$ cat src/rtl/esb_pkg.sv
`timescale 1ns/1ps
package esb_pkg;

  typedef logic [1:0] pq_t;

  localparam pq_t PQ_IDLE   = 2'b00;
  localparam pq_t PQ_OFF    = 2'b01;
  localparam pq_t PQ_PEND   = 2'b10;
  localparam pq_t PQ_QUEUED = 2'b11;

  typedef enum logic [2:0] {
    OP_NONE,
    OP_TRIG,
    OP_EOI_LD,
    OP_EOI_ST,
    OP_GET,
    OP_SETPQ
  } op_e;

  typedef struct packed {
    pq_t  nxt;
    logic fire;
  } step_t;

  function automatic step_t pq_trigger(pq_t cur);
    step_t s;
    s.nxt  = cur;
    s.fire = 1'b0;
    if (cur == PQ_IDLE) begin
      s.nxt  = PQ_PEND;
      s.fire = 1'b1;
    end else if (cur == PQ_PEND) begin
      s.nxt = PQ_QUEUED;
    end
    return s;
  endfunction

  function automatic step_t pq_eoi(pq_t cur);
    step_t s;
    s.nxt  = {cur[0], 1'b0};
    s.fire = cur[0];
    return s;
  endfunction

endpackage

$ cat src/rtl/esb_addr_decode.sv
`timescale 1ns/1ps
module esb_addr_decode #(
  parameter int WIN_SHIFT = 13,
  parameter int IDX_BITS  = 3,
  parameter int NUM_SRC   = 6,
  localparam int ADDR_W   = WIN_SHIFT + IDX_BITS
) (
  input  logic [ADDR_W-1:0]   addr,
  input  logic                write,
  output logic [IDX_BITS-1:0] idx,
  output logic                in_range,
  output esb_pkg::op_e        op,
  output esb_pkg::pq_t        set_val
);
  import esb_pkg::*;

  localparam bit TWO_PAGE = (WIN_SHIFT == 13) || (WIN_SHIFT == 17);

  logic mgmt;
  logic unused_addr;

  assign unused_addr = ^addr;
  assign idx         = addr[ADDR_W-1:WIN_SHIFT];
  assign in_range    = (int'(idx) < NUM_SRC);
  assign set_val     = addr[9:8];

  generate
    if (TWO_PAGE) begin : g_split
      assign mgmt = addr[WIN_SHIFT-1];
    end else begin : g_single
      assign mgmt = 1'b1;
    end
  endgenerate

  always_comb begin
    op = OP_NONE;
    if (!mgmt) begin
      if (write) op = OP_TRIG;
    end else begin
      unique case (addr[11:10])
        2'b00: if (!write) op = OP_EOI_LD;
        2'b01: if (write)  op = OP_EOI_ST;
        2'b10: op = write ? OP_TRIG : OP_GET;
        default: if (!write) op = OP_SETPQ;
      endcase
    end
  end

endmodule

$ cat src/rtl/esb_src_bank.sv
`timescale 1ns/1ps
module esb_src_bank #(
  parameter int NUM_SRC  = 6,
  parameter int IDX_BITS = 3,
  parameter logic [NUM_SRC-1:0] LEVEL_MASK = '0
) (
  input  logic                     clk,
  input  logic                     rst_n,
  input  logic [NUM_SRC-1:0]       irq_line,
  input  logic                     wr_en,
  input  logic [IDX_BITS-1:0]      wr_idx,
  input  esb_pkg::pq_t             wr_pq,
  input  logic                     clr_en,
  input  logic [IDX_BITS-1:0]      clr_idx,
  output logic [NUM_SRC-1:0][1:0]  pq_o,
  output logic [NUM_SRC-1:0]       asserted_o,
  output logic [NUM_SRC-1:0]       edge_pend_o
);

  logic [NUM_SRC-1:0] line_q;

  for (genvar i = 0; i < NUM_SRC; i++) begin : g_src
    always_ff @(posedge clk) begin
      if (!rst_n) begin
        pq_o[i]        <= esb_pkg::PQ_IDLE;
        line_q[i]      <= 1'b0;
        edge_pend_o[i] <= 1'b0;
      end else begin
        line_q[i] <= irq_line[i];
        if (wr_en && wr_idx == IDX_BITS'(i)) pq_o[i] <= wr_pq;
        if (irq_line[i] && !line_q[i])
          edge_pend_o[i] <= 1'b1;
        else if (clr_en && clr_idx == IDX_BITS'(i))
          edge_pend_o[i] <= 1'b0;
      end
    end

    if (LEVEL_MASK[i]) begin : g_level
      assign asserted_o[i] = line_q[i];
    end else begin : g_edge
      assign asserted_o[i] = 1'b0;
    end


    edge_clear_chk: assert property (@(posedge clk) disable iff (!rst_n)
      $fell(edge_pend_o[i]) |-> $past(clr_en && clr_idx == IDX_BITS'(i)));
  end

endmodule

$ cat src/rtl/esb_edge_pick.sv
`timescale 1ns/1ps
module esb_edge_pick #(
  parameter int NUM_SRC  = 6,
  parameter int IDX_BITS = 3
) (
  input  logic [NUM_SRC-1:0]  pend,
  output logic                any,
  output logic [IDX_BITS-1:0] idx
);
  always_comb begin
    idx = '0;
    for (int i = NUM_SRC - 1; i >= 0; i--) begin
      if (pend[i]) idx = IDX_BITS'(i);
    end
  end
  assign any = |pend;
endmodule

$ cat src/rtl/esb_irq_source.sv
`timescale 1ns/1ps
module esb_irq_source #(
  parameter int WIN_SHIFT = 13,
  parameter int IDX_BITS  = 3,
  parameter int NUM_SRC   = 6,
  parameter int DATA_W    = 8,
  parameter logic [NUM_SRC-1:0] LEVEL_MASK = 6'b110000,
  localparam int ADDR_W   = WIN_SHIFT + IDX_BITS
) (
  input  logic                clk,
  input  logic                rst_n,
  input  logic                req_valid,
  output logic                req_ready,
  input  logic                req_write,
  input  logic [ADDR_W-1:0]   req_addr,
  output logic                rsp_valid,
  input  logic                rsp_ready,
  output logic [DATA_W-1:0]   rsp_data,
  output logic                ntf_valid,
  input  logic                ntf_ready,
  output logic [IDX_BITS-1:0] ntf_src,
  input  logic [NUM_SRC-1:0]  irq_line
);
  import esb_pkg::*;

  logic [IDX_BITS-1:0]      dec_idx;
  logic                     dec_in_range;
  op_e                      dec_op;
  pq_t                      dec_set;
  logic [NUM_SRC-1:0][1:0]  pq_vec;
  logic [NUM_SRC-1:0]       asr_vec;
  logic [NUM_SRC-1:0]       edge_pend;
  logic                     edge_any;
  logic [IDX_BITS-1:0]      edge_idx;

  logic                req_fire, svc_edge;
  op_e                 op_eff;
  logic [IDX_BITS-1:0] sel_idx;
  pq_t                 sel_pq, np;
  logic                sel_asr, sel_lvl, fire;
  step_t               st_a, st_b;
  logic [DATA_W-1:0]   ld_data;

  esb_addr_decode #(.WIN_SHIFT(WIN_SHIFT), .IDX_BITS(IDX_BITS), .NUM_SRC(NUM_SRC)) u_dec (
    .addr(req_addr), .write(req_write), .idx(dec_idx),
    .in_range(dec_in_range), .op(dec_op), .set_val(dec_set)
  );

  esb_edge_pick #(.NUM_SRC(NUM_SRC), .IDX_BITS(IDX_BITS)) u_pick (
    .pend(edge_pend), .any(edge_any), .idx(edge_idx)
  );

  assign req_ready = !rsp_valid && !ntf_valid;
  assign req_fire  = req_valid && req_ready;
  assign svc_edge  = req_ready && !req_fire && edge_any;
  assign sel_idx   = req_fire ? dec_idx : edge_idx;

  always_comb begin
    if (req_fire)      op_eff = dec_in_range ? dec_op : OP_NONE;
    else if (svc_edge) op_eff = OP_TRIG;
    else               op_eff = OP_NONE;
  end

  always_comb begin
    sel_pq  = PQ_IDLE;
    sel_asr = 1'b0;
    sel_lvl = 1'b0;
    for (int i = 0; i < NUM_SRC; i++) begin
      if (sel_idx == IDX_BITS'(i)) begin
        sel_pq  = pq_vec[i];
        sel_asr = asr_vec[i];
        sel_lvl = LEVEL_MASK[i];
      end
    end
  end

  always_comb begin
    np      = sel_pq;
    fire    = 1'b0;
    st_a    = '0;
    st_b    = '0;
    ld_data = '1;
    unique case (op_eff)
      OP_TRIG: begin
        st_a = pq_trigger(sel_pq);
        np   = st_a.nxt;
        fire = st_a.fire;
      end
      OP_EOI_LD, OP_EOI_ST: begin
        st_a = pq_eoi(sel_pq);
        np   = st_a.nxt;
        fire = st_a.fire;
        if (sel_lvl && sel_asr) begin
          st_b = pq_trigger(st_a.nxt);
          np   = st_b.nxt;
          fire = st_a.fire | st_b.fire;
        end
        ld_data = DATA_W'(np[1]);
      end
      OP_GET:   ld_data = DATA_W'({sel_asr, sel_pq});
      OP_SETPQ: begin
        np      = dec_set;
        ld_data = DATA_W'({sel_asr, sel_pq});
      end
      default: ;
    endcase
  end

  esb_src_bank #(.NUM_SRC(NUM_SRC), .IDX_BITS(IDX_BITS), .LEVEL_MASK(LEVEL_MASK)) u_bank (
    .clk(clk), .rst_n(rst_n), .irq_line(irq_line),
    .wr_en(op_eff != OP_NONE), .wr_idx(sel_idx), .wr_pq(np),
    .clr_en(svc_edge), .clr_idx(edge_idx),
    .pq_o(pq_vec), .asserted_o(asr_vec), .edge_pend_o(edge_pend)
  );

  always_ff @(posedge clk) begin
    if (!rst_n) begin
      rsp_valid <= 1'b0;
      rsp_data  <= '0;
      ntf_valid <= 1'b0;
      ntf_src   <= '0;
    end else begin
      if (rsp_valid && rsp_ready) rsp_valid <= 1'b0;
      if (ntf_valid && ntf_ready) ntf_valid <= 1'b0;
      if (req_fire && !req_write) begin
        rsp_valid <= 1'b1;
        rsp_data  <= ld_data;
      end
      if (fire) begin
        ntf_valid <= 1'b1;
        ntf_src   <= sel_idx;
      end
    end
  end


  ntf_hold_chk: assert property (@(posedge clk) disable iff (!rst_n)
    ntf_valid && !ntf_ready |=> ntf_valid && $stable(ntf_src));

  rsp_hold_chk: assert property (@(posedge clk) disable iff (!rst_n)
    rsp_valid && !rsp_ready |=> rsp_valid && $stable(rsp_data));

  ntf_pending_chk: assert property (@(posedge clk) disable iff (!rst_n)
    $rose(ntf_valid) |-> pq_vec[ntf_src][1]);

  oob_ones_chk: assert property (@(posedge clk) disable iff (!rst_n)
    req_fire && !req_write && !dec_in_range |=> rsp_valid && rsp_data == '1);

  store_silent_chk: assert property (@(posedge clk) disable iff (!rst_n)
    req_fire && req_write |=> !rsp_valid);

endmodule

$ cat config.mk
export PLATFORM = sky130hd
export DESIGN_NAME = esb_irq_source
export DESIGN_NICKNAME = d
export VERILOG_FILES = /design/src/rtl/esb_pkg.sv /design/src/rtl/esb_addr_decode.sv /design/src/rtl/esb_src_bank.sv /design/src/rtl/esb_edge_pick.sv /design/src/rtl/esb_irq_source.sv
export SDC_FILE = /design/constraint.sdc
export NUM_CORES = 1
export LEC_CHECK = 0
export ABC_AREA = 1
export ABC_CLOCK_PERIOD_IN_PS = 2900
export BUFFER_PORTS_ARGS = -buffer_cell sky130_fd_sc_hd__buf_2
export CAP_MARGIN = 20
export CORE_ASPECT_RATIO = 1.5
export CORE_MARGIN = 3
export CORE_UTILIZATION = 45
export CTS_CLUSTER_DIAMETER = 100
export DETAILED_ROUTE_END_ITERATION = 10
export MAX_ROUTING_LAYER = met4
export PLACE_DENSITY = 0.71
export RECOVER_POWER = 25
export SLEW_MARGIN = 20
export SYNTH_ARGS = -nofsm -noshare
export SYNTH_HDL_FRONTEND = slang
export SYNTH_HIERARCHICAL = 1
export SYNTH_SLANG_ARGS = --single-unit
$ cat constraint.sdc
create_clock -name clk -period 2.9 [get_ports clk]
set_clock_uncertainty 0.1 [all_clocks]
set_input_delay 0.58 -clock clk [delete_from_list [all_inputs] [get_ports clk]]
set_output_delay 0.58 -clock clk [all_outputs]
set_load 0.02 [all_outputs]
-- After elaboration in Yosys (flattened, before gate mapping)
Index checks and enable logic that the tools add are counted.
Widths: inputs -> output; s select.
- logic and storage cells: 149
- register bits after elaboration: 37
- bits of input ports: 28
- output and inout bits: 14
- bitwise operators: 1
- equality and inequality tests: 18
- muxes and demuxes: 55
- order comparisons: 1
- reduce and logical (&&, ||, !) cells: 52
- operators with widths (cell ; number):
    $mux 3 ; 12
    $mux 1 ; 28
    $logic_and 1x1->1 ; 26
    $mux 2 ; 11
    $eq 3x2->1 const B ; 6
    $eq 3x3->1 const B ; 6
    $pmux 8 s2 ; 1
    $reduce_bool 2->1 ; 8
    $logic_not 1->1 ; 10
    $eq 3x1->1 const B ; 3
    $pmux 3 s3 ; 1
    $logic_not 3->1 ; 2
    $pmux 2 s3 ; 1
    $reduce_or 6->1 ; 1
    $eq 2x2->1 const B ; 2
    $logic_not 2->1 ; 2
    $reduce_or 2->1 ; 2
    $lt 3x3->1 const B ; 1
    $reduce_bool 3->1 ; 1
    $eq 2x1->1 const B ; 1
    $pmux 1 s2 ; 1
    $or 1x1->1 ; 1

-- Depth between registers and ports, before layout
Gate-level depths: netlist of the first run.
- depth after elaboration: 21
- mapped depth: 20
- depth with buffers taken out: 20

-- Cells and area by module
Netlist of the first run, hierarchy kept.
- modules (own cells, without submodules) (module ; area each (um^2) ; sequential area each (um^2) ; cells each ; times used):
    esb_src_bank ; 1038.5 ; 480.5 ; 152 ; 1
    esb_irq_source ; 969.7 ; 180.2 ; 150 ; 1
    esb_addr_decode ; 106.4 ; 0.0 ; 20 ; 1
    esb_edge_pick ; 72.6 ; 0.0 ; 15 ; 1

-- Least setup slack after synthesis of the first run
No wires, ideal clock.
- kind: flip-flop to flip-flop
- start point: reg ntf_valid
- end point: reg u_bank/pq_o[5] (netlist bit)
- clock period less this slack: 2.289 ns
- data required time: 2.687 ns
- cell stages (with the launch flop): 16
- library setup time: 0.113 ns
- path buffers: 0
- slack: 0.611 ns
- arrival: 2.076 ns
- path through: dfxtp_1 nor2_4 nand3_1 nand2_4 nand2_2 nor2_2 inv_2 or2_4 nand3_4 nand2_4 inv_6 o2111ai_1 inv_1 nand3_1 nand2_1 nor2_1
- cells in the longest elaborated chain, start to end: 15
- elaborated cells on any way between the ends: 39
- classes of those cells: eq/ne (10); mux (17); reduce/logical (12)
- ends and longest elaborated chain (element ; line ; text):
    start, declared ; esb_irq_source.sv:19 ; output logic ntf_valid,
    start signal, assigned ; esb_irq_source.sv:120 ; ntf_valid <= 1'b0;
    start signal, assigned ; esb_irq_source.sv:124 ; if (ntf_valid && ntf_ready) ntf_valid <= 1'b0;
    start signal, assigned ; esb_irq_source.sv:130 ; ntf_valid <= 1'b1;
    $logic_not 1->1 (*) ; esb_irq_source.sv:53 ; assign req_ready = !rsp_valid && !ntf_valid;
    $logic_and 1x1->1 (*) ; esb_irq_source.sv:53 ;
    via req_ready ; esb_irq_source.sv:13 ; output logic req_ready,
    $logic_and 1x1->1 (*) ; esb_irq_source.sv:54 ; assign req_fire = req_valid && req_ready;
    $mux 3 (*) ; esb_irq_source.sv:56 ; assign sel_idx = req_fire ? dec_idx : edge_idx;
    via sel_idx[2] ; esb_irq_source.sv:38 ; logic [IDX_BITS-1:0] sel_idx;
    $logic_not 3->1 ; esb_irq_source.sv:69 ; if (sel_idx == IDX_BITS'(i)) begin
    $mux 2 (6 in a row) ; esb_irq_source.sv:69 ;
    $eq 2x2->1 ; esb_pkg.sv:32 ; end else if (cur == PQ_PEND) begin
    $mux 2 ; esb_pkg.sv:32 ;
    $mux 2 ; esb_pkg.sv:29 ; if (cur == PQ_IDLE) begin
    $pmux 2 s3 (*) ; esb_irq_source.sv:83 ; unique case (op_eff)
    via np[1] ; esb_irq_source.sv:39 ; pq_t sel_pq, np;
    end signal, assigned by index ; esb_src_bank.sv:25 ; pq_o[i] <= esb_pkg::PQ_IDLE;
    end signal, assigned by index ; esb_src_bank.sv:30 ; if (wr_en && wr_idx == IDX_BITS'(i)) pq_o[i] <= wr_pq;
    end, declared ; esb_src_bank.sv:15 ; output logic [NUM_SRC-1:0][1:0] pq_o,
Mark *: on every way through the listed nets, which the timed path passes. The rest lies on a longest branch.
A chain may end at the register's enable or synchronous reset.

-- Worst setup path after layout of the first run
- start point: reg u_bank.edge_pend_o[3]
- end point: reg u_bank/pq_o[11] (netlist bit)
- cells in the longest elaborated chain, start to end: 16
- elaborated cells on any way between the ends: 39
- classes of those cells: eq/ne (10); mux (21); reduce/logical (8)
- ends and longest elaborated chain (element ; line ; text):
    start, declared ; esb_src_bank.sv:17 ; output logic [NUM_SRC-1:0] edge_pend_o
    start signal, assigned by index ; esb_src_bank.sv:27 ; edge_pend_o[i] <= 1'b0;
    start signal, assigned by index ; esb_src_bank.sv:32 ; edge_pend_o[i] <= 1'b1;
    start signal, assigned by index ; esb_src_bank.sv:34 ; edge_pend_o[i] <= 1'b0;
    $mux 3 (*) (4 in a row) ; esb_edge_pick.sv:13 ; if (pend[i]) idx = IDX_BITS'(i);
    via edge_idx[2] ; esb_irq_source.sv:34 ; logic [IDX_BITS-1:0] edge_idx;
    $mux 3 (*) ; esb_irq_source.sv:56 ;
    via sel_idx[2] ; esb_irq_source.sv:38 ;
    $logic_not 3->1 ; esb_irq_source.sv:69 ;
    $mux 2 (6 in a row) ; esb_irq_source.sv:69 ;
    $eq 2x2->1 ; esb_pkg.sv:32 ;
    $mux 2 ; esb_pkg.sv:32 ;
    $mux 2 ; esb_pkg.sv:29 ;
    $pmux 2 s3 (*) ; esb_irq_source.sv:83 ;
    via np[1] ; esb_irq_source.sv:39 ;
Marks and branches as above.

==> results of run 1 <==
[power by group through the flow]
stage                     clock [mW]  combinational [mW]  sequential, mW
after floorplan                    0               0.384           0.562
after global placement             0               0.506           0.543
after detailed placement           0               0.514           0.544
after CTS                      0.532               0.517           0.534
after global routing           0.553               0.577           0.540
final                          0.523               0.511           0.534
[synth_stat cells (all sizes together)]
master / n / area [µm²]
a21oi: 7 / 35.0
a31oi: 2 / 12.5
buf: 18 / 143
conb: 1 / 3.75
dfxtp: 33 / 661
inv: 56 / 215
nand2: 89 / 379
nand3: 34 / 200
nand3b: 1 / 7.51
nand4: 8 / 65.1
nor2: 64 / 288
nor3: 2 / 21.3
nor3b: 1 / 12.5
o2111ai: 2 / 17.5
o21a: 1 / 7.51
o21ai: 10 / 61.3
o21bai: 1 / 11.3
or2: 7 / 46.3
[worst paths after layout]
kind | slack [ps] | cells past startpoint | start | endpoint
worst min-delay path | 380 | 3 | irq_line[0] | u_bank/line_q[0]
worst min register to register | 380 | 2 | u_bank/pq_o[2] | u_bank/pq_o[2]
worst max register to register | 280 | 17 | u_bank/edge_pend_o[3] | u_bank/pq_o[11]
worst max-delay path | 280 | 17 | u_bank/edge_pend_o[3] | u_bank/pq_o[11]
[registers in the layout (all words and copies together) (netlist names)]
| signal | cells |
|---|---|
| u_bank/pq_o | 12 |
| u_bank/edge_pend_o | 6 |
| rsp_data | 4 |
| u_bank/line_q | 4 |
| ntf_src | 3 |
| u_bank/asserted_o | 2 |
| ntf_valid | 1 |
| rsp_valid | 1 |
[per-stage QoR]
stage	cells	setup slack [ps]	area, µm²	power (mW)
floorplan	340	611	2200	0.946
global placement	423	247	2330	1.05
detailed placement	423	238	2330	1.06
CTS	431	275	2460	1.58
global route	431	61.6	2460	1.67
finish	431	276	2460	1.57
[routing by layer]
layer  wire [µm]  vias up
met5           0        -
met4         125        0
met3         158       12
met2        2640       33
met1        1830      898
li1            -     1081
[critical path, delay by kind of cell (launching register included)]
kind                   cells  cell delay, ps
AO/OA/AOI/OAI              1             100
flip-flops                 1             330
AND/OR/NAND/NOR           13            1660
buffers and inverters      3             330
[cell type report]
class / instances / area (µm²) / area share (%)
multi-input combinational: 233 / 1180 / 48.0
sequential: 33 / 661 / 26.9
inverter: 56 / 215 / 8.75
timing repair buffer: 37 / 189 / 7.68
tap: 64 / 80.1 / 3.26
clock buffer: 5 / 68.8 / 2.80
clock inverter: 3 / 65.1 / 2.65
[kinds of logic after synthesis]
family                 synth area share [%]
flip-flops                             30.2
other                                 0.171
AO/OA/AOI/OAI                          6.64
AND/OR/NAND/NOR                        46.6
buffers and inverters                  16.4
[placed cells by master, fill, tap and decap left out, types with 6 or more instances in the layout]
master and count:
nand4_1 7, nand3_1 31, nand2_1 77, nor2_2 7
nand2_2 9, buf_2 28, a21oi_1 7, nor2_1 53
dfxtp_1 33, inv_1 51, o21ai_0 6
==> flow_summary.json, run 1 <==
{
  "timing.hold.ws_ps": 377,
  "drv_slew": 0,
  "grt_pass1_wl_mm": 8.25,
  "ctsHoldBuffers": 0,
  "std_cell_rows": 30,
  "sw_frac_of_total_pct": 35.3,
  "drc": 0,
  "final_nets": 394,
  "dp_hpwl_mm": 3.77,
  "end_kind": "flop",
  "via_per_inst": 4.70,
  "p_leak_nw": 1.26,
  "ios": 42,
  "yosysSeqAreaShare_pct": 30.2,
  "use_met2_pct": 34.9,
  "cts_resized": 0,
  "track_usage_pct": 18.3,
  "cts.sinks": 33,
  "p_int_mw": 1.01,
  "cp_common_cell": "nor2_2",
  "grt.busiest_layer": "met2",
  "avgSynthCellArea_um2": 6.49,
  "first_global_vias": 1975,
  "antenna_found_initial": 0,
  "drt-total-wl_mm": 4.75,
  "syn_area_um2": 2190,
  "fmax_mhz": 381,
  "clockPowerShare_pct": 33.4,
  "worstSkewPairLatency_ps": 290,
  "yosysUniqueCellTypes": 33,
  "maxSlewHeadroom_pct": 12.1,
  "grt_max_degree": 33,
  "fin_util_pct": 53.3,
  "die_w_um": 62.9,
  "cts_tree": "built",
  "met1_usage_pct": 17.1,
  "ant_nets": 0,
  "die_area_um2": 5750,
  "n_antenna_cell": 0,
  "p_per_area_nw_per_um2": 638,
  "period_share_pct": 90.5,
  "root_buffer": "clkbuf_8",
  "start_util_pct": 47.4,
  "htreeDepth": 2,
  "max_stage_delay_ps": 330,
  "core_um2": 4620,
  "worstPathCellList": "nor2_2, nand3_2, nor2_2, nand2_1, nand2_4, nand2_2, nor2_2, inv_2, or2_4, nand3_4, nand2_4, inv_6, o2111ai_1, inv_1, nand3_1, nand2_1, nor2_1",
  "cap_violations": 0,
  "num_vias": 2024,
  "cts_buffer_depth": 2,
  "avgRoutedWirePerCell_um": 11.0,
  "port_buffers": 33,
  "worst_slew_pin_slew_ps": 1320,
  "area_growth_pct": 12.4,
  "drt_first_iter_violations": 83,
  "postCtsSetupBuffers": 0,
  "critical_path_arrival_ps": 2710,
  "layout-drive-gt1-share_pct": 22.3,
  "hold_viol_final": 0,
  "synthCells": 337,
  "required_ps": 2990,
  "switching_power_mw": 0.553,
  "use_met3_pct": 3.71,
  "clk_pin_slew_ps": 70,
  "ir_drop_uv": 228,
  "power.share.sequential_pct": 34.0,
  "gp_congestion": 0.901,
  "tns_ps": 0,
  "rsz0062_at_grt": "false",
  "fin_crit_ps": 2620,
  "numCtsBuffers": 5,
  "nFillCells": 488,
  "yosys_warnings": 6,
  "worstSetupPathType": "flop to flop",
  "status": "finished clean",
  "slowest_stage": "dfxtp_1",
  "finalSetupViolations": 0,
  "first_pass_iters": 4,
  "worstHoldPathType": "input pin to flop",
  "crit_path_start_kind": "flop",
  "ys_seq_elements": 33,
  "p_comb_share_pct": 32.6,
  "grt-ovfl-total": 0,
  "die_y_um": 91.4,
  "crit_fanout": 8
}
No activity file was read; power rests on OpenSTA's default activity.
==> run 2: changes to the inputs <==
--- a/config.mk
+++ b/config.mk
@@ -8,7 +8,7 @@
 export ABC_AREA = 1
 export ABC_CLOCK_PERIOD_IN_PS = 2900
 export BUFFER_PORTS_ARGS = -buffer_cell sky130_fd_sc_hd__buf_2
-export CAP_MARGIN = 20
+export CAP_MARGIN = 0
 export CORE_ASPECT_RATIO = 1.5
 export CORE_MARGIN = 3
 export CORE_UTILIZATION = 45
==> constraint.sdc (replaced) <==
create_clock -name clk -period 2.9 [get_ports clk]
set_clock_uncertainty 0.1 [all_clocks]
set_input_delay 0.29 -clock clk [delete_from_list [all_inputs] [get_ports clk]]
set_output_delay 0.29 -clock clk [all_outputs]
set_load 0.02 [all_outputs]
==> run 2 against run 1 <==
  * Sequential share of layout area rose by 0.67 points
  * Critical path depth unchanged
  * Critical path type unchanged
  * First-iteration DRC count shrank 9.6%
  * Largest power group unchanged
==> flow_summary.json, run 2 (synthesis results as in run 1) <==
{
  "slowest_stage": "dfxtp_1",
  "fin_cells": 430,
  "cts_tree": "built",
  "period_share_pct": 87.9,
  "ir_drop_uv": 303,
  "root_buffer": "clkbuf_8",
  "worstSkewPairLatency_ps": 280,
  "fin_util_pct": 52.0,
  "antenna_found_initial": 0,
  "num_vias": 2014,
  "worstHoldPathType": "input pin to flop",
  "crit_fanout": 8,
  "design_area_um2": 2400,
  "cts_buffer_depth": 2,
  "drc": 0,
  "crit_buf_inv": 3,
  "first_pass_iters": 4,
  "drv_slew": 0,
  "die_area_um2": 5750,
  "tns_ps": 0,
  "core_um2": 4620,
  "grt_pass1_wl_mm": 8.09,
  "maxSlewHeadroom_pct": 9.37,
  "drt_first_iter_violations": 75,
  "final_nets": 393,
  "cts_resized": 0,
  "ant_nets": 0,
  "start_util_pct": 47.4,
  "power.share.sequential_pct": 38.7,
  "gp_congestion": 0.907,
  "crit_path_start_kind": "flop",
  "regMostFlops": "u_bank/pq_o",
  "track_usage_pct": 17.9,
  "die_y_um": 91.4,
  "nFillCells": 507,
  "final_cell_mix": "77 x nand2_1, 53 x nor2_1, 50 x inv_1, 33 x dfxtp_1, 31 x nand3_1",
  "die_w_um": 62.9,
  "grt-ovfl-total": 0,
  "clockPowerShare_pct": 24.7,
  "sw_frac_of_total_pct": 39.4,
  "reg.largest.list": "u_bank/pq_o (12), u_bank/edge_pend_o (6)",
  "htreeDepth": 2,
  "end_kind": "flop",
  "final_common_cell": "nand2_1",
  "numCtsBuffers": 5,
  "n_antenna_cell": 0,
  "dp_hpwl_mm": 3.80,
  "timing.hold.ws_ps": 96.1,
  "layout-drive-gt1-share_pct": 21.9,
  "rsz0062_at_grt": "false",
  "cp_common_cell": "nor2_2",
  "port_buffers": 33,
  "dp_slack_ps": 329,
  "critPathTopFamily": "simple AND/OR/NAND/NOR gates",
  "postCtsSetupBuffers": 0,
  "fin_crit_ps": 2550,
  "ctsHoldBuffers": 0,
  "avgRoutedWirePerCell_um": 10.9,
  "drt-total-wl_mm": 4.70,
  "critical_path_arrival_ps": 2630,
  "required_ps": 2980,
  "p_comb_share_pct": 36.6,
  "worstPathCellList": "nor2_2, nand3_2, nor2_2, nand2_1, nand2_4, nand2_2, nor2_2, inv_2, or2_4, nand3_4, nand2_4, inv_6, o2111ai_1, inv_2, nand3_1, nand2_1, nor2_1",
  "cts.sinks": 33,
  "p_leak_nw": 1.23,
  "first_global_vias": 1952,
  "p_int_mw": 0.836,
  "hold_viol_final": 0,
  "setup_ws_ps": 351,
  "place_area_um2": 2320,
  "p_per_area_nw_per_um2": 575,
  "area_growth_pct": 9.67,
  "std_cell_rows": 30,
  "grt_max_degree": 33,
  "status": "finished clean",
  "via_per_inst": 4.68,
  "p_total_mw": 1.38,
  "largest_reg_flops": 12,
  "finalSetupViolations": 0,
  "worst_slew_pin_slew_ps": 1360,
  "cap_violations": 0,
  "max_stage_delay_ps": 330,
  "placedCellCount": 422,
  "fmax_mhz": 392,
  "clk_pin_slew_ps": 70,
  "worstSetupPathType": "flop to flop",
  "ios": 42,
  "switching_power_mw": 0.543
}
## run 2: routing by layer
layer  GRT usage [%]  part of all wire (%)
met1            17.5                    39
met2            33.7                    56
met3            3.47                   3.1
met4            7.18                   2.0
met5               -                     0
## run 2: layout make-up
cell class	count	area (µm²)	share of cell area [%]
multi-input cells	233	1180	49.2
flip-flops and latches	33	661	27.5
inverters	56	215	8.97
repair buffers	36	180	7.51
well taps	64	80.1	3.34
clock buffers	6	72.6	3.03
clock inverters	2	10.0	0.417
## run 2: power by group through the flow
stage | Sequential (mW) | Clock (mW) | Combinational [mW]
detailed placement | 0.545 | 0 | 0.508
global placement | 0.543 | 0 | 0.501
CTS | 0.534 | 0.347 | 0.510
finish | 0.534 | 0.340 | 0.505
global route | 0.540 | 0.368 | 0.572
floorplan | 0.562 | 0 | 0.384
## run 2: worst paths after layout
kind / start / to / slack, ps / cells after the start
hold / removal: irq_line[4] / u_bank/asserted_o[4] / 100 / 3
setup reg to reg: u_bank/edge_pend_o[3] / u_bank/pq_o[9] / 350 / 17
hold reg to reg: u_bank/line_q[1] / u_bank/edge_pend_o[1] / 380 / 2
setup / recovery: u_bank/edge_pend_o[3] / u_bank/pq_o[9] / 350 / 17
## run 2: tightest hold or removal path: cells and delay by family
| kind | cells | cell delay (ps) |
|---|---|---|
| AND/OR/NAND/NOR | 1 | 40 |
| buffers and inverters | 2 | 130 |
==> run 3: changes to the inputs <==
--- a/config.mk
+++ b/config.mk
@@ -6,8 +6,8 @@
 export NUM_CORES = 1
 export LEC_CHECK = 0
 export ABC_AREA = 1
-export ABC_CLOCK_PERIOD_IN_PS = 2900
-export BUFFER_PORTS_ARGS = -buffer_cell sky130_fd_sc_hd__buf_2
+export ABC_CLOCK_PERIOD_IN_PS = 2440
+export BUFFER_PORTS_ARGS = -buffer_cell sky130_fd_sc_hd__buf_4
 export CAP_MARGIN = 0
 export CORE_ASPECT_RATIO = 1.5
 export CORE_MARGIN = 3
@@ -22,3 +22,4 @@
 export SYNTH_HDL_FRONTEND = slang
 export SYNTH_HIERARCHICAL = 1
 export SYNTH_SLANG_ARGS = --single-unit
+export TNS_END_PERCENT = 100
==> constraint.sdc (replaced) <==
create_clock -name clk -period 2.44 [get_ports clk]
set_clock_uncertainty 0.1 [all_clocks]
set_input_delay 0.244 -clock clk [delete_from_list [all_inputs] [get_ports clk]]
set_output_delay 0.244 -clock clk [all_outputs]
set_load 0.02 [all_outputs]
==> run 3 against run 2 <==
  * Sequential cell count is the same
  * Sequential share of layout area down 4.3 points
  * Register-to-register slack worse by 280 ps
  * Total power rose by 50%
  * Global-route usage up 0.20 points
  * Combinational power grew 61%
  * Sequential power grew 20%
  * First-iteration DRC count is 51% higher
  * Die area unchanged
  * Wire length rose by 15%
  * Critical endpoint is now u_bank/pq_o[2]
  * Largest cell class unchanged
  * Highest routed layer unchanged
==> flow_summary.json, run 3 (synthesis results as in run 1) <==
{
  "status": "finished clean",
  "final_nets": 417,
  "crit_start": "u_bank/edge_pend_o[2]",
  "reg2reg_slack_ps": 70,
  "core_um2": 4620,
  "grt_max_degree": 33,
  "final_cell_mix": "66 x nand2_1, 53 x buf_4, 52 x nor2_1, 47 x inv_1, 28 x dfxtp_1",
  "drt-total-wl_mm": 5.39,
  "reg.largest.list": "u_bank/pq_o (12), u_bank/edge_pend_o (6)",
  "fmax_mhz": 421,
  "fin_util_pct": 62.4,
  "ir_drop_uv": 347,
  "worstPathCellList": "nor2_4, nand3_2, nor2_4, nand2_2, nand2_4, nand2_4, nor2_4, inv_2, or2_4, nand3_4, o21ai_1, nand2_1, nand3_1, inv_2, nand3_1, nand2_1, nor2_1",
  "endpoint": "u_bank/pq_o[2]",
  "grt-ovfl-total": 0,
  "htreeDepth": 2,
  "end_kind": "flop",
  "tns_ps": 0,
  "drv_slew": 0,
  "final_common_cell": "nand2_1",
  "crit_path_start_kind": "flop",
  "hold_viol_final": 0,
  "r2r-start": "u_bank/edge_pend_o[2]",
  "antenna_found_initial": 0,
  "worstHoldPathType": "input pin to flop",
  "cts.sinks": 33,
  "via_per_inst": 4.82,
  "gp_congestion": 0.889,
  "track_usage_pct": 18.1,
  "r2r_cells": 17,
  "cts_tree": "built",
  "max_stage_delay_ps": 360,
  "port_buffers": 33,
  "root_buffer": "clkbuf_8",
  "cp_common_cell": "nor2_4",
  "first_pass_iters": 4,
  "nFillCells": 462,
  "ant_nets": 0,
  "grt_pass1_wl_mm": 8.19,
  "drt_first_iter_violations": 113,
  "clk_pin_slew_ps": 70,
  "met3_length_um": 151,
  "n_antenna_cell": 0,
  "wl_met2_mm": 3.12,
  "fin_crit_ps": 2370,
  "ios": 42,
  "dp_hpwl_mm": 3.91,
  "routed.top_layer": "met4",
  "reg2reg_to": "u_bank/pq_o[2]",
  "worstSetupPathType": "flop to flop",
  "die_area_um2": 5750,
  "critical_path_arrival_ps": 2470,
  "start_util_pct": 47.4,
  "cts_buffer_depth": 2,
  "slowest_stage": "dfxtp_4",
  "first_global_vias": 1990,
  "p_leak_nw": 1.44,
  "worstSkewPairLatency_ps": 290,
  "cap_violations": 0,
  "p_per_area_nw_per_um2": 719,
  "period_share_pct": 97.3,
  "avgRoutedWirePerCell_um": 11.9,
  "layout-drive-gt1-share_pct": 35.1,
  "num_vias": 2190,
  "regMostFlops": "u_bank/pq_o",
  "area_growth_pct": 31.8,
  "std_cell_rows": 30,
  "ctsHoldBuffers": 0,
  "finalSetupViolations": 0,
  "drc": 0,
  "p_total_mw": 2.07,
  "numCtsBuffers": 5,
  "timing.hold.ws_ps": 40.5,
  "crit_fanout": 6,
  "die_y_um": 91.4,
  "wirelength_met1_mm": 1.96,
  "required_ps": 2530,
  "die_w_um": 62.9,
  "largest_reg_flops": 12
}
## run 3: how the worst min path moves through the flow
stage	start	to	slack [ps]	cells after the start
2_1_floorplan	irq_line[4]	u_bank/asserted_o[4]	240	2
3_3_place_gp	irq_line[2]	u_bank/line_q[2]	340	3
3_5_place_dp	irq_line[1]	u_bank/line_q[1]	340	3
4_1_cts	irq_line[1]	u_bank/line_q[1]	40	3
5_1_grt	irq_line[0]	u_bank/line_q[0]	50	3
6_report	irq_line[1]	u_bank/line_q[1]	40	3
## run 3: timing repair
item / CTS / global route
hold endpoints to repair: 0 / 0
setup buffers: 0 / 12
gates cloned: 0 / 0
setup endpoints to repair: 3 / 16
pin swaps: 0 / 27
gates resized for setup: 1 / 48
## run 3: layer usage
| metal | up-vias | track usage [%] |
|---|---|---|
| met4 | 0 | 5.71 |
| met3 | 18 | 3.59 |
| met2 | 33 | 36.6 |
| met1 | 1012 | 16.1 |
| met5 | - | - |
| li1 | 1127 | - |
## run 3: worst max-delay path, delay by kind of cell (launching register included)
| kind | cells | cell delay (ps) |
|---|---|---|
| AND/OR/NAND/NOR | 14 | 1560 |
| flip-flops | 1 | 360 |
| buffers and inverters | 2 | 170 |
| AO/OA/AOI/OAI | 1 | 80 |
## run 3: power breakdown
part	internal (mW)	switching, mW
logic	0.328	0.483
clock network	0.406	0.214
registers	0.600	0.0410
## run 3: metrics by stage
| step | instances | instance area (µm²) | setup slack, ps |
|---|---|---|---|
| 2_1_floorplan | 340 | 2200 | 151 |
| 6_report | 454 | 2880 | 66.4 |
| 3_3_place_gp | 434 | 2500 | 46.2 |
| 3_5_place_dp | 434 | 2500 | 13.1 |
| 5_1_grt | 454 | 2880 | -97.1 |
| 4_1_cts | 442 | 2640 | 7.85 |
## run 3: final cells by class
class | instances | area, µm² | area share [%]
repair buffers | 60 | 447 | 15.5
flip-flops and latches | 33 | 669 | 23.2
multi-input cells | 233 | 1340 | 46.3
clock buffers | 5 | 68.8 | 2.39
clock inverters | 3 | 65.1 | 2.26
well taps | 64 | 80.1 | 2.78
inverters | 56 | 218 | 7.55
